File: config.mk
export PLATFORM = sky130hd
export DESIGN_NAME = mdio_acc_master
export DESIGN_NICKNAME = d
export VERILOG_FILES = /design/src/rtl/mdio_pkg.sv /design/src/rtl/mdio_clkdiv.sv /design/src/rtl/mdio_frame_fsm.sv /design/src/rtl/mdio_acc_master.sv
export SDC_FILE = /design/constraint.sdc
export NUM_CORES = 1
export LEC_CHECK = 0
export ABC_AREA = 1
export BUFFER_PORTS_ARGS = -buffer_cell sky130_fd_sc_hd__clkbuf_2
export CAP_MARGIN = 20
export CORE_MARGIN = 2
export CORE_UTILIZATION = 35
export CTS_BUF_LIST = sky130_fd_sc_hd__clkbuf_16
export DETAILED_ROUTE_END_ITERATION = 6
export PLACE_DENSITY = 0.58
export RECOVER_POWER = 100
export SYNTH_ARGS = -nofsm -noshare
export SYNTH_HDL_FRONTEND = slang
export SYNTH_SLANG_ARGS = --single-unit
File: constraint.sdc
create_clock -name clk -period 3.2 [get_ports clk]
set_input_delay 0.96 -clock clk [delete_from_list [all_inputs] [get_ports clk]]
set_output_delay 0.96 -clock clk [all_outputs]
set_load 0.02 [all_outputs]
File: src/rtl/mdio_pkg.sv
package mdio_pkg;

    localparam int PHY_W  = 5;
    localparam int REG_W  = 5;
    localparam int DATA_W = 16;
    localparam int WORD_W = 32;

    // field positions inside the access word
    localparam int REQ_BIT = 31;
    localparam int WR_BIT  = 30;
    localparam int PHY_LO  = 21;
    localparam int REG_LO  = 16;

    // bit counts of each frame section
    localparam int PRE_LEN  = 32;
    localparam int START_LEN = 2;
    localparam int OP_LEN   = 2;
    localparam int TURN_LEN = 2;
    localparam int SHIFT_W  = START_LEN + OP_LEN + PHY_W + REG_W + TURN_LEN + DATA_W;
    localparam int FRAME_LEN = PRE_LEN + SHIFT_W;
    localparam int CNT_W    = $clog2(PRE_LEN + 1);

    typedef enum logic [3:0] {
        ST_IDLE,
        ST_PRE,
        ST_START,
        ST_OP,
        ST_PHY,
        ST_REG,
        ST_TURN,
        ST_DATA,
        ST_DONE
    } mdio_state_e;

endpackage

File: src/rtl/mdio_clkdiv.sv
module mdio_clkdiv #(
    parameter int HALF_DIV = 2
) (
    input  logic clk,
    input  logic rst_n,
    input  logic en,
    output logic mdc,
    output logic rise,
    output logic fall
);

    localparam int CW = (HALF_DIV > 1) ? $clog2(HALF_DIV) : 1;
    localparam logic [CW-1:0] LAST = CW'(HALF_DIV - 1);

    logic [CW-1:0] cnt_q;
    logic          mdc_q;
    logic          tick;

    assign tick = en && (cnt_q == LAST);
    assign rise = tick && !mdc_q;
    assign fall = tick && mdc_q;
    assign mdc  = mdc_q;

    always_ff @(posedge clk) begin
        if (!rst_n) begin
            cnt_q <= '0;
            mdc_q <= 1'b0;
        end else if (!en) begin
            cnt_q <= '0;
            mdc_q <= 1'b0;
        end else if (tick) begin
            cnt_q <= '0;
            mdc_q <= ~mdc_q;
        end else begin
            cnt_q <= cnt_q + 1'b1;
        end
    end

    // with the divider stopped, MDC is low one cycle later
    assert_mdc_idle_low_R6: assert property (@(posedge clk) disable iff (!rst_n)
        !en |=> !mdc_q);

endmodule

File: src/rtl/mdio_frame_fsm.sv
module mdio_frame_fsm
    import mdio_pkg::*;
(
    input  logic              clk,
    input  logic              rst_n,
    input  logic              req,
    input  logic              is_write,
    input  logic [PHY_W-1:0]  phy,
    input  logic [REG_W-1:0]  regad,
    input  logic [DATA_W-1:0] wdata,
    input  logic              rise,
    input  logic              fall,
    input  logic              mdio_i,
    output logic              run,
    output logic              done,
    output logic [DATA_W-1:0] rdata,
    output logic              mdio_o,
    output logic              mdio_oe
);

    mdio_state_e        state_q, state_d;
    logic [CNT_W-1:0]   cnt_q;
    logic [SHIFT_W-1:0] tx_q;
    logic [DATA_W-1:0]  rx_q;
    logic [CNT_W-1:0]   span;
    logic               last_bit;

    // number of bit times spent in each state
    always_comb begin
        unique case (state_q)
            ST_PRE:   span = CNT_W'(PRE_LEN);
            ST_START: span = CNT_W'(START_LEN);
            ST_OP:    span = CNT_W'(OP_LEN);
            ST_PHY:   span = CNT_W'(PHY_W);
            ST_REG:   span = CNT_W'(REG_W);
            ST_TURN:  span = CNT_W'(TURN_LEN);
            ST_DATA:  span = CNT_W'(DATA_W);
            default:  span = CNT_W'(1);
        endcase
    end

    assign last_bit = (cnt_q == span - 1'b1);

    // next-state logic
    always_comb begin
        state_d = state_q;
        unique case (state_q)
            ST_IDLE:  if (req) state_d = ST_PRE;
            ST_PRE:   if (fall && last_bit) state_d = ST_START;
            ST_START: if (fall && last_bit) state_d = ST_OP;
            ST_OP:    if (fall && last_bit) state_d = ST_PHY;
            ST_PHY:   if (fall && last_bit) state_d = ST_REG;
            ST_REG:   if (fall && last_bit) state_d = ST_TURN;
            ST_TURN:  if (fall && last_bit) state_d = ST_DATA;
            ST_DATA:  if (fall && last_bit) state_d = ST_DONE;
            ST_DONE:  state_d = ST_IDLE;
            default:  state_d = ST_IDLE;
        endcase
    end

    // state register and datapath registers
    always_ff @(posedge clk) begin
        if (!rst_n) begin
            state_q <= ST_IDLE;
            cnt_q   <= '0;
            tx_q    <= '0;
            rx_q    <= '0;
        end else begin
            state_q <= state_d;
            if (state_q == ST_IDLE && req) begin
                cnt_q <= '0;
                tx_q  <= {2'b01,
                          (is_write ? 2'b01 : 2'b10),
                          phy,
                          regad,
                          (is_write ? 2'b10 : 2'b00),
                          (is_write ? wdata : {DATA_W{1'b0}})};
            end else if (fall) begin
                cnt_q <= last_bit ? '0 : cnt_q + 1'b1;
                if (state_q != ST_PRE) begin
                    tx_q <= {tx_q[SHIFT_W-2:0], 1'b0};
                end
            end
            if (rise && state_q == ST_DATA && !is_write) begin
                rx_q <= {rx_q[DATA_W-2:0], mdio_i};
            end
        end
    end

    // output decode
    always_comb begin
        run     = 1'b1;
        done    = 1'b0;
        mdio_o  = tx_q[SHIFT_W-1];
        mdio_oe = 1'b1;
        unique case (state_q)
            ST_IDLE: begin
                run     = 1'b0;
                mdio_o  = 1'b1;
                mdio_oe = 1'b0;
            end
            ST_DONE: begin
                run     = 1'b0;
                done    = 1'b1;
                mdio_o  = 1'b1;
                mdio_oe = 1'b0;
            end
            ST_PRE:  mdio_o = 1'b1;
            ST_TURN: mdio_oe = is_write;
            ST_DATA: mdio_oe = is_write;
            default: ;
        endcase
    end

    assign rdata = rx_q;

    // the counter never exceeds the span of the current state
    assert_cnt_in_span_R3: assert property (@(posedge clk) disable iff (!rst_n)
        (state_q != ST_IDLE && state_q != ST_DONE) |-> (cnt_q < span));

endmodule

File: src/rtl/mdio_acc_master.sv
module mdio_acc_master
    import mdio_pkg::*;
#(
    parameter int HALF_DIV = 2
) (
    input  logic        clk,
    input  logic        rst_n,
    input  logic        reg_wr,
    input  logic [31:0] reg_wdata,
    output logic [31:0] reg_rdata,
    input  logic        hw_req,
    input  logic        hw_write,
    input  logic [4:0]  hw_phy,
    input  logic [4:0]  hw_reg,
    input  logic [15:0] hw_wdata,
    output logic        busy,
    output logic        mdc,
    output logic        mdio_o,
    output logic        mdio_oe,
    input  logic        mdio_i
);

    logic [WORD_W-1:0] acc_q;
    logic              run, done, rise, fall;
    logic [DATA_W-1:0] rd_val;

    // access word: command, result and completion flag in one place
    always_ff @(posedge clk) begin
        if (!rst_n) begin
            acc_q <= '0;
        end else if (done) begin
            acc_q[REQ_BIT] <= 1'b0;
            if (!acc_q[WR_BIT]) begin
                acc_q[DATA_W-1:0] <= rd_val;
            end
        end else if (!acc_q[REQ_BIT]) begin
            if (reg_wr) begin
                acc_q <= reg_wdata;
            end else if (hw_req) begin
                acc_q <= {1'b1, hw_write, 4'b0000, hw_phy, hw_reg, hw_wdata};
            end
        end
    end

    assign reg_rdata = acc_q;
    assign busy      = acc_q[REQ_BIT];

    mdio_clkdiv #(.HALF_DIV(HALF_DIV)) u_div (
        .clk   (clk),
        .rst_n (rst_n),
        .en    (run),
        .mdc   (mdc),
        .rise  (rise),
        .fall  (fall)
    );

    mdio_frame_fsm u_fsm (
        .clk      (clk),
        .rst_n    (rst_n),
        .req      (acc_q[REQ_BIT]),
        .is_write (acc_q[WR_BIT]),
        .phy      (acc_q[PHY_LO +: PHY_W]),
        .regad    (acc_q[REG_LO +: REG_W]),
        .wdata    (acc_q[DATA_W-1:0]),
        .rise     (rise),
        .fall     (fall),
        .mdio_i   (mdio_i),
        .run      (run),
        .done     (done),
        .rdata    (rd_val),
        .mdio_o   (mdio_o),
        .mdio_oe  (mdio_oe)
    );

    // completion clears the flag on the next edge
    assert_done_clears_R2: assert property (@(posedge clk) disable iff (!rst_n)
        done |=> !acc_q[REQ_BIT]);

    // the flag only drops as a result of completion
    assert_clear_after_done_R2: assert property (@(posedge clk) disable iff (!rst_n)
        $fell(acc_q[REQ_BIT]) |-> $past(done));

    // writes while busy leave the word untouched
    assert_ignore_busy_R7: assert property (@(posedge clk) disable iff (!rst_n)
        ($past(acc_q[REQ_BIT]) && !$past(done)) |-> (acc_q == $past(acc_q)));

    // driven data only moves together with a falling MDC
    assert_mdio_on_fall_R6: assert property (@(posedge clk) disable iff (!rst_n)
        (mdio_oe && $past(mdio_oe) && (mdio_o != $past(mdio_o))) |-> $fell(mdc));

endmodule

## Word-level counts from Yosys, hierarchy flattened

Cells that the tools add are included.

- Bits in registers: 92
- Input bits: 64
- Output and inout port bits: 36

- $add $sub $neg: 3
- Equality and inequality tests: 20
- Mux-type cells: 26
- Bitwise gates (word level): 4
- Reductions and logical operators: 28

Operator list:

| kind | number |
|---|---|
| $mux W32 | 3 |
| $mux W31 | 3 |
| $mux W16 | 3 |
| $mux W4 | 8 |
| $pmux W4 S8 | 1 |
| $pmux W6 S4 | 1 |
| $eq A4 B3 Y1 const B | 4 |
| $ne A2 B1 Y1 const B | 8 |
| $reduce_or A2 Y1 | 5 |
| $reduce_or A3 Y1 | 3 |
| $eq A4 B2 Y1 const B | 2 |
| $reduce_and A8 Y1 | 1 |
| $logic_and A1 B1 Y1 | 7 |
| $add A6 B1 Y6 const B | 1 |
| $eq A6 B6 Y1 | 1 |
| $mux W6 | 1 |
| $reduce_and A3 Y1 | 2 |
| $reduce_bool A2 Y1 | 3 |
| $sub A6 B1 Y6 const B | 1 |
| $eq A4 B1 Y1 const B | 1 |
| $eq A4 B4 Y1 const B | 1 |
| $logic_not A4 Y1 | 1 |
| $mux W2 | 2 |
| $ne A2 B2 Y1 const B | 2 |
| 9 further kinds | 16 |

## Depth between registers and ports, before layout

- Word-level depth: 8
- Gate-level depth with buffers: 14
- Mapped depth without buffers: 14

## By module

Synthesis repeated with hierarchy kept, for this count alone.

- Cell total of the unflattened synthesis: 655
- Area, all modules: 4573.1 um^2

By module, submodules not included:

| module | instances | cells an instance | area each (um^2) | seq. area each (um^2) |
|---|---|---|---|---|
| mdio_frame_fsm | 1 | 349 | 2648.8 | 1161.1 |
| mdio_acc_master | 1 | 293 | 1830.5 | 640.6 |
| mdio_clkdiv | 1 | 13 | 93.8 | 40.0 |

## Worst setup path after synthesis

OpenSTA, ideal clock, no wires.

- Path type: register -> output
- Start point: register u_fsm.state_q[3]
- End point: output port mdio_o
- Arrival: 1137 ps
- Setup slack: 1103 ps
- Stages on the path, launching flop included: 4
- Path buffers: 0
- Path through: dfxtp_1 > nor2_1 > nand2_1 > o21ai_0

- Word-level cells in the longest chain between the ends: 3
- Elaborated cells on any way between the ends: 5
- Those cells by class: eq/ne (2); mux (1); reduce/logical (2)

Ends and longest elaborated chain:

| item | RTL line | source |
|---|---|---|
| start, declared | mdio_frame_fsm.sv:21 | `mdio_state_e state_q, state_d;` |
| start signal, assigned | mdio_frame_fsm.sv:69 | `state_q <= state_d;` |
| $eq A4 B1 Y1 (tied with other cells) | mdio_frame_fsm.sv:96 | `unique case (state_q)` |
| $reduce_or A3 Y1 (no source line) * | - |  |
| $mux W1 * | mdio_frame_fsm.sv:96 |  |
| end, declared | mdio_acc_master.sv:18 | `output logic mdio_o,` |

Every way passes the cells marked *; elsewhere a longest branch is shown, timed or not.

## Worst setup path after layout

- Start point: register u_fsm.state_q[3]
- End point: output port mdio_oe

- Word-level cells in the longest chain between the ends: 3
- Elaborated cells on any way between the ends: 7
- Those cells by class: eq/ne (3); mux (1); reduce/logical (3)

Ends and longest elaborated chain:

| item | RTL line | source |
|---|---|---|
| $eq A4 B3 Y1 (tied with other cells) | mdio_frame_fsm.sv:96 |  |
| $reduce_or A2 Y1 (no source line) | - |  |
| $pmux W1 S2 * | mdio_frame_fsm.sv:96 |  |
| end, declared | mdio_acc_master.sv:19 | `output logic mdio_oe,` |

Marked as above.

==> results.md <==
- The power after layout is about 2900 uW.
- The H-tree depth is 3.
- Counting both buffers and inverters, the worst setup path holds a total of 2.
- The analysis attributes to cell leakage a power of 0.00203 uW.
- The most used flip-flop cell after synthesis is sky130_fd_sc_hd__dfxtp_1.
- The number of placed I/O pins is 100.
- The full die area is approximately 13,000 sq um.
- Averaged over all synthesized cells, the footprint is a little over 7 sq um.
- The clock sink count is 92.
- The floorplan step defined a core boundary enclosing ~12,000 sq um.
- From bottom edge to top edge, the die measures 115 um.
- The type of destination of the critical path is a primary output.
- At the pin with the least slew margin, the transition time is between 1000 and 1500 ps.
- The vias per cell is approximately 5.0.
- Counting the buffers created by CTS gives 9.
- By startpoint and endpoint, the worst setup path is classified as flop to primary output.
- The final number of hold-violating endpoints is 0.
- The CTS tree is yes.
- After clock tree synthesis, the clock-pin slew on the worst setup and hold paths is approximately 60 ps.
- The count of mapped cells out of synthesis is 610.
- The worst register-to-register path has a depth of 7.
- The worst setup path is launched from a flop.
- The worst-skew pair later-pin latency is 340 ps.
- Global routing finished with a remaining overflow of 0.
- The site row count is 40.
- The critical path goes through inv_1 -> nand2_1 -> nor2_1 -> a21oi_1 -> clkbuf_1.
- The post-synth net total is 676.
- The initial utilization of the core area, before any placement, comes to 0.359.
- The largest net degree at the start of global routing is between 40 and 50.
- The first global-routing pass estimated roughly 19 mm of wire.
- The maximum fanout along the worst path is 6.
- Once detailed placement completed, the half-perimeter wirelength came to approximately 8.5 mm.
- The routed design could run at a clock period as short as ~2600 ps.
- For this run, the detailed router's first-pass iteration total came to 5.
- The required time at the endpoint of the critical path is between 2000 and 2500 ps.
- The total placed cells including tap cells is ~840.
- The number of enable-type register cells in the synthesized netlist is 0.
- Dividing total power by cell area gives a power density of about 560 nW/um^2.
- The clock arrives with between 7 and 8 ps of skew.
- The share of the clock period used by the worst path is 0.797.
- After synthesis, the netlist uses 34 different library cells.
- Setup total negative slack on the finished layout was measured at 0 ps.
- The register area share after synthesis is 0.425.
- The hold-critical path depth is 1.
- Synthesis inferred slightly above 90 register bits.
- Setup repair after global routing left no endpoint under its margin.
- The number of remaining DRC errors is 0.
- The final antenna-violating net count is 0.
- The min-delay analysis places its worst path in the category flop to flop.
- The starting DRC count in detailed routing is 332.
- The final setup violation count is 0.
- The post-route standard cell area excluding fillers is 5090 sq um.
- The run finished with clean final reports.
- The die is about 120 um wide.
- Across the VDD grid, the largest voltage drop is between 300 and 400 uV.
- Yosys printed 0 warnings.
- The post-place instance area is 4880 sq um.
- The detail-routed net length per standard cell is between 10 and 15 um.
- The synthesized area is roughly 4300 sq um.
- The share of post-route cells with drive strength above 1 is 0.132.
- The number of buffers on the longest clock path is 2.
- 0 antenna diodes ended up in the layout.
- The count of cells resized by post-cts repair is 0.
- In this design, the stage delay of the slowest critical-path cell is approximately 470 ps.
- In this run the tightest slew margin relative to its limit is 0.306.
- The number of antenna violations at the first check in global routing is 0.
- The number of global-route vias before repair came to about 4,000.
- The max-slew violation count is 0.
- The tree is rooted in a sky130_fd_sc_hd__clkbuf_16.
- The via total after detailed routing is between 4,000 and 5,000.
- The max-capacitance violation count is 0.
- The category of cells accounting for the largest share of critical-path delay is flip-flops.
- The pre-CTS setup slack is a little over 800 ps.
- The final worst setup slack is ~650 ps.
- The timing-limited maximum frequency is about 400 MHz.
- Buffers added to address setup during post-CTS repair amount to 0.
- Fill cells in the final layout number between 1,000 and 1,500.
- Input and output buffers added on the ports amount to 99.
- The final wirelength is 11.8 mm.
- The slowest library cell on the worst path is sky130_fd_sc_hd__dfxtp_1.
- The overall track demand over capacity in global routing is 0.184.
- The total number of nets in the final design is roughly 750.
- At the end of routability-driven placement, the weighted congestion stood at about 0.86.
- The minimum setup slack among reg-to-reg paths is between 600 and 700 ps.
- The instance count on the critical path is 5.
- The cts-stage hold buffer count is 0.
- Counting flops with an async set or reset pin after synthesis yields a share of 0.
- Once layout is complete, the cells apart from fillers number 860.
- The area growth from synthesis to layout is 17.6%.
- Data on the critical path arrives at its endpoint at roughly 1600 ps.
path summary, 6_finish.rpt:
| check | from | endpoint |
|---|---|---|
| worst max-delay path | u_fsm.state_q[3]$_SDFFE_PN0P_ | mdio_oe |
| worst min-delay path | u_div.cnt_q$_SDFF_PP0_ | u_div.cnt_q$_SDFF_PP0_ |
| worst max register to register | u_fsm.state_q[3]$_SDFFE_PN0P_ | u_fsm.tx_q[23]$_SDFFE_PN0P_ |
| worst min register to register | u_div.cnt_q$_SDFF_PP0_ | u_div.cnt_q$_SDFF_PP0_ |
sequential cells by signal (all words and copies together), names as in the netlist:
register and count:
reg_rdata 32, u_fsm.tx_q 32, u_fsm.rdata 16, u_fsm.cnt_q 6
u_fsm.state_q 4, u_div.cnt_q 1, u_div.mdc 1
stage by stage:
step / utilization / hold slack, ps
global placement: 0.405 / 404
floorplan: - / 393
global route: 0.422 / 443
detailed placement: 0.405 / 421
CTS: 0.428 / 430
finish: 0.422 / 422
cell usage in the layout, fill, tap and decap left out, drive strengths merged:
cell	count
o22ai	16
clkinv	2
nor3	1
xor2	3
bufinv	1
a21oi	63
a22oi	1
buf	5
a31oi	22
nand4	1
nand3	33
nand2	113
and3	1
dfxtp	92
a21boi	1
clkinvlp	1
o21ai	93
nor2	79
nor3b	2
o21bai	1
inv	48
clkbuf	110
ha	2
nand3b	1
cell families after synthesis:
| kind of cell | after synthesis | synth area share |
|---|---|---|
| AO/OA/AOI/OAI | 197 | 0.246 |
| XOR/XNOR | 3 | 0.00607 |
| flip-flops | 92 | 0.425 |
| AND/OR/NAND/NOR | 231 | 0.229 |
| buffers and inverters | 85 | 0.0884 |
| adder cells (fa/ha/maj) | 2 | 0.00578 |
layer usage:
metal / GRT usage / share of wire / vias up
met2: 0.303 / 0.47 / 118
li1: - / - / 2197
met1: 0.244 / 0.46 / 1985
met4: 0.0546 / 0.013 / 0
met3: 0.0380 / 0.051 / 17
met5: 0 / 0 / -
where the power goes:
part / total, uW / switching [uW] / internal [uW]
Clock: 1030 / 434 / 596
Sequential: 1310 / 70.0 / 1240
Combinational: 531 / 357 / 174
layout make-up:
| class | count | area, sq um | share of cell area |
|---|---|---|---|
| multi-input cells | 433 | 2090 | 0.410 |
| flip-flops and latches | 92 | 1840 | 0.361 |
| repair buffers | 106 | 494 | 0.0970 |
| clock buffers | 9 | 225 | 0.0442 |
| well taps | 168 | 210 | 0.0413 |
| inverters | 45 | 174 | 0.0341 |
| clock inverters | 7 | 61.3 | 0.0120 |
synth_stat cells (2+ instances only):
cell type                  count  share of area
sky130_fd_sc_hd__buf_4         5         0.0087
sky130_fd_sc_hd__nor2_2        2         0.0029
sky130_fd_sc_hd__buf_1         4         0.0035
sky130_fd_sc_hd__buf_2         7         0.0081
sky130_fd_sc_hd__nand3_1      32          0.037
sky130_fd_sc_hd__a31oi_1      22          0.032
sky130_fd_sc_hd__nor2_1       73          0.063
sky130_fd_sc_hd__inv_2         2         0.0017
sky130_fd_sc_hd__o22ai_1      16          0.023
sky130_fd_sc_hd__o21ai_0      91           0.11
sky130_fd_sc_hd__dfxtp_1      92           0.43
sky130_fd_sc_hd__clkbuf_1     19          0.016
sky130_fd_sc_hd__inv_1        41          0.036
sky130_fd_sc_hd__nand2_1     110          0.095
sky130_fd_sc_hd__inv_4         2         0.0029
sky130_fd_sc_hd__nor2_4        4          0.010
sky130_fd_sc_hd__nand2_2       2         0.0029
sky130_fd_sc_hd__ha_1          2         0.0058
sky130_fd_sc_hd__a21oi_1      63          0.073
sky130_fd_sc_hd__nor3b_1       2         0.0035
sky130_fd_sc_hd__buf_6         4          0.010
sky130_fd_sc_hd__xor2_1        3         0.0061
Power figures use the tool's default switching activity.
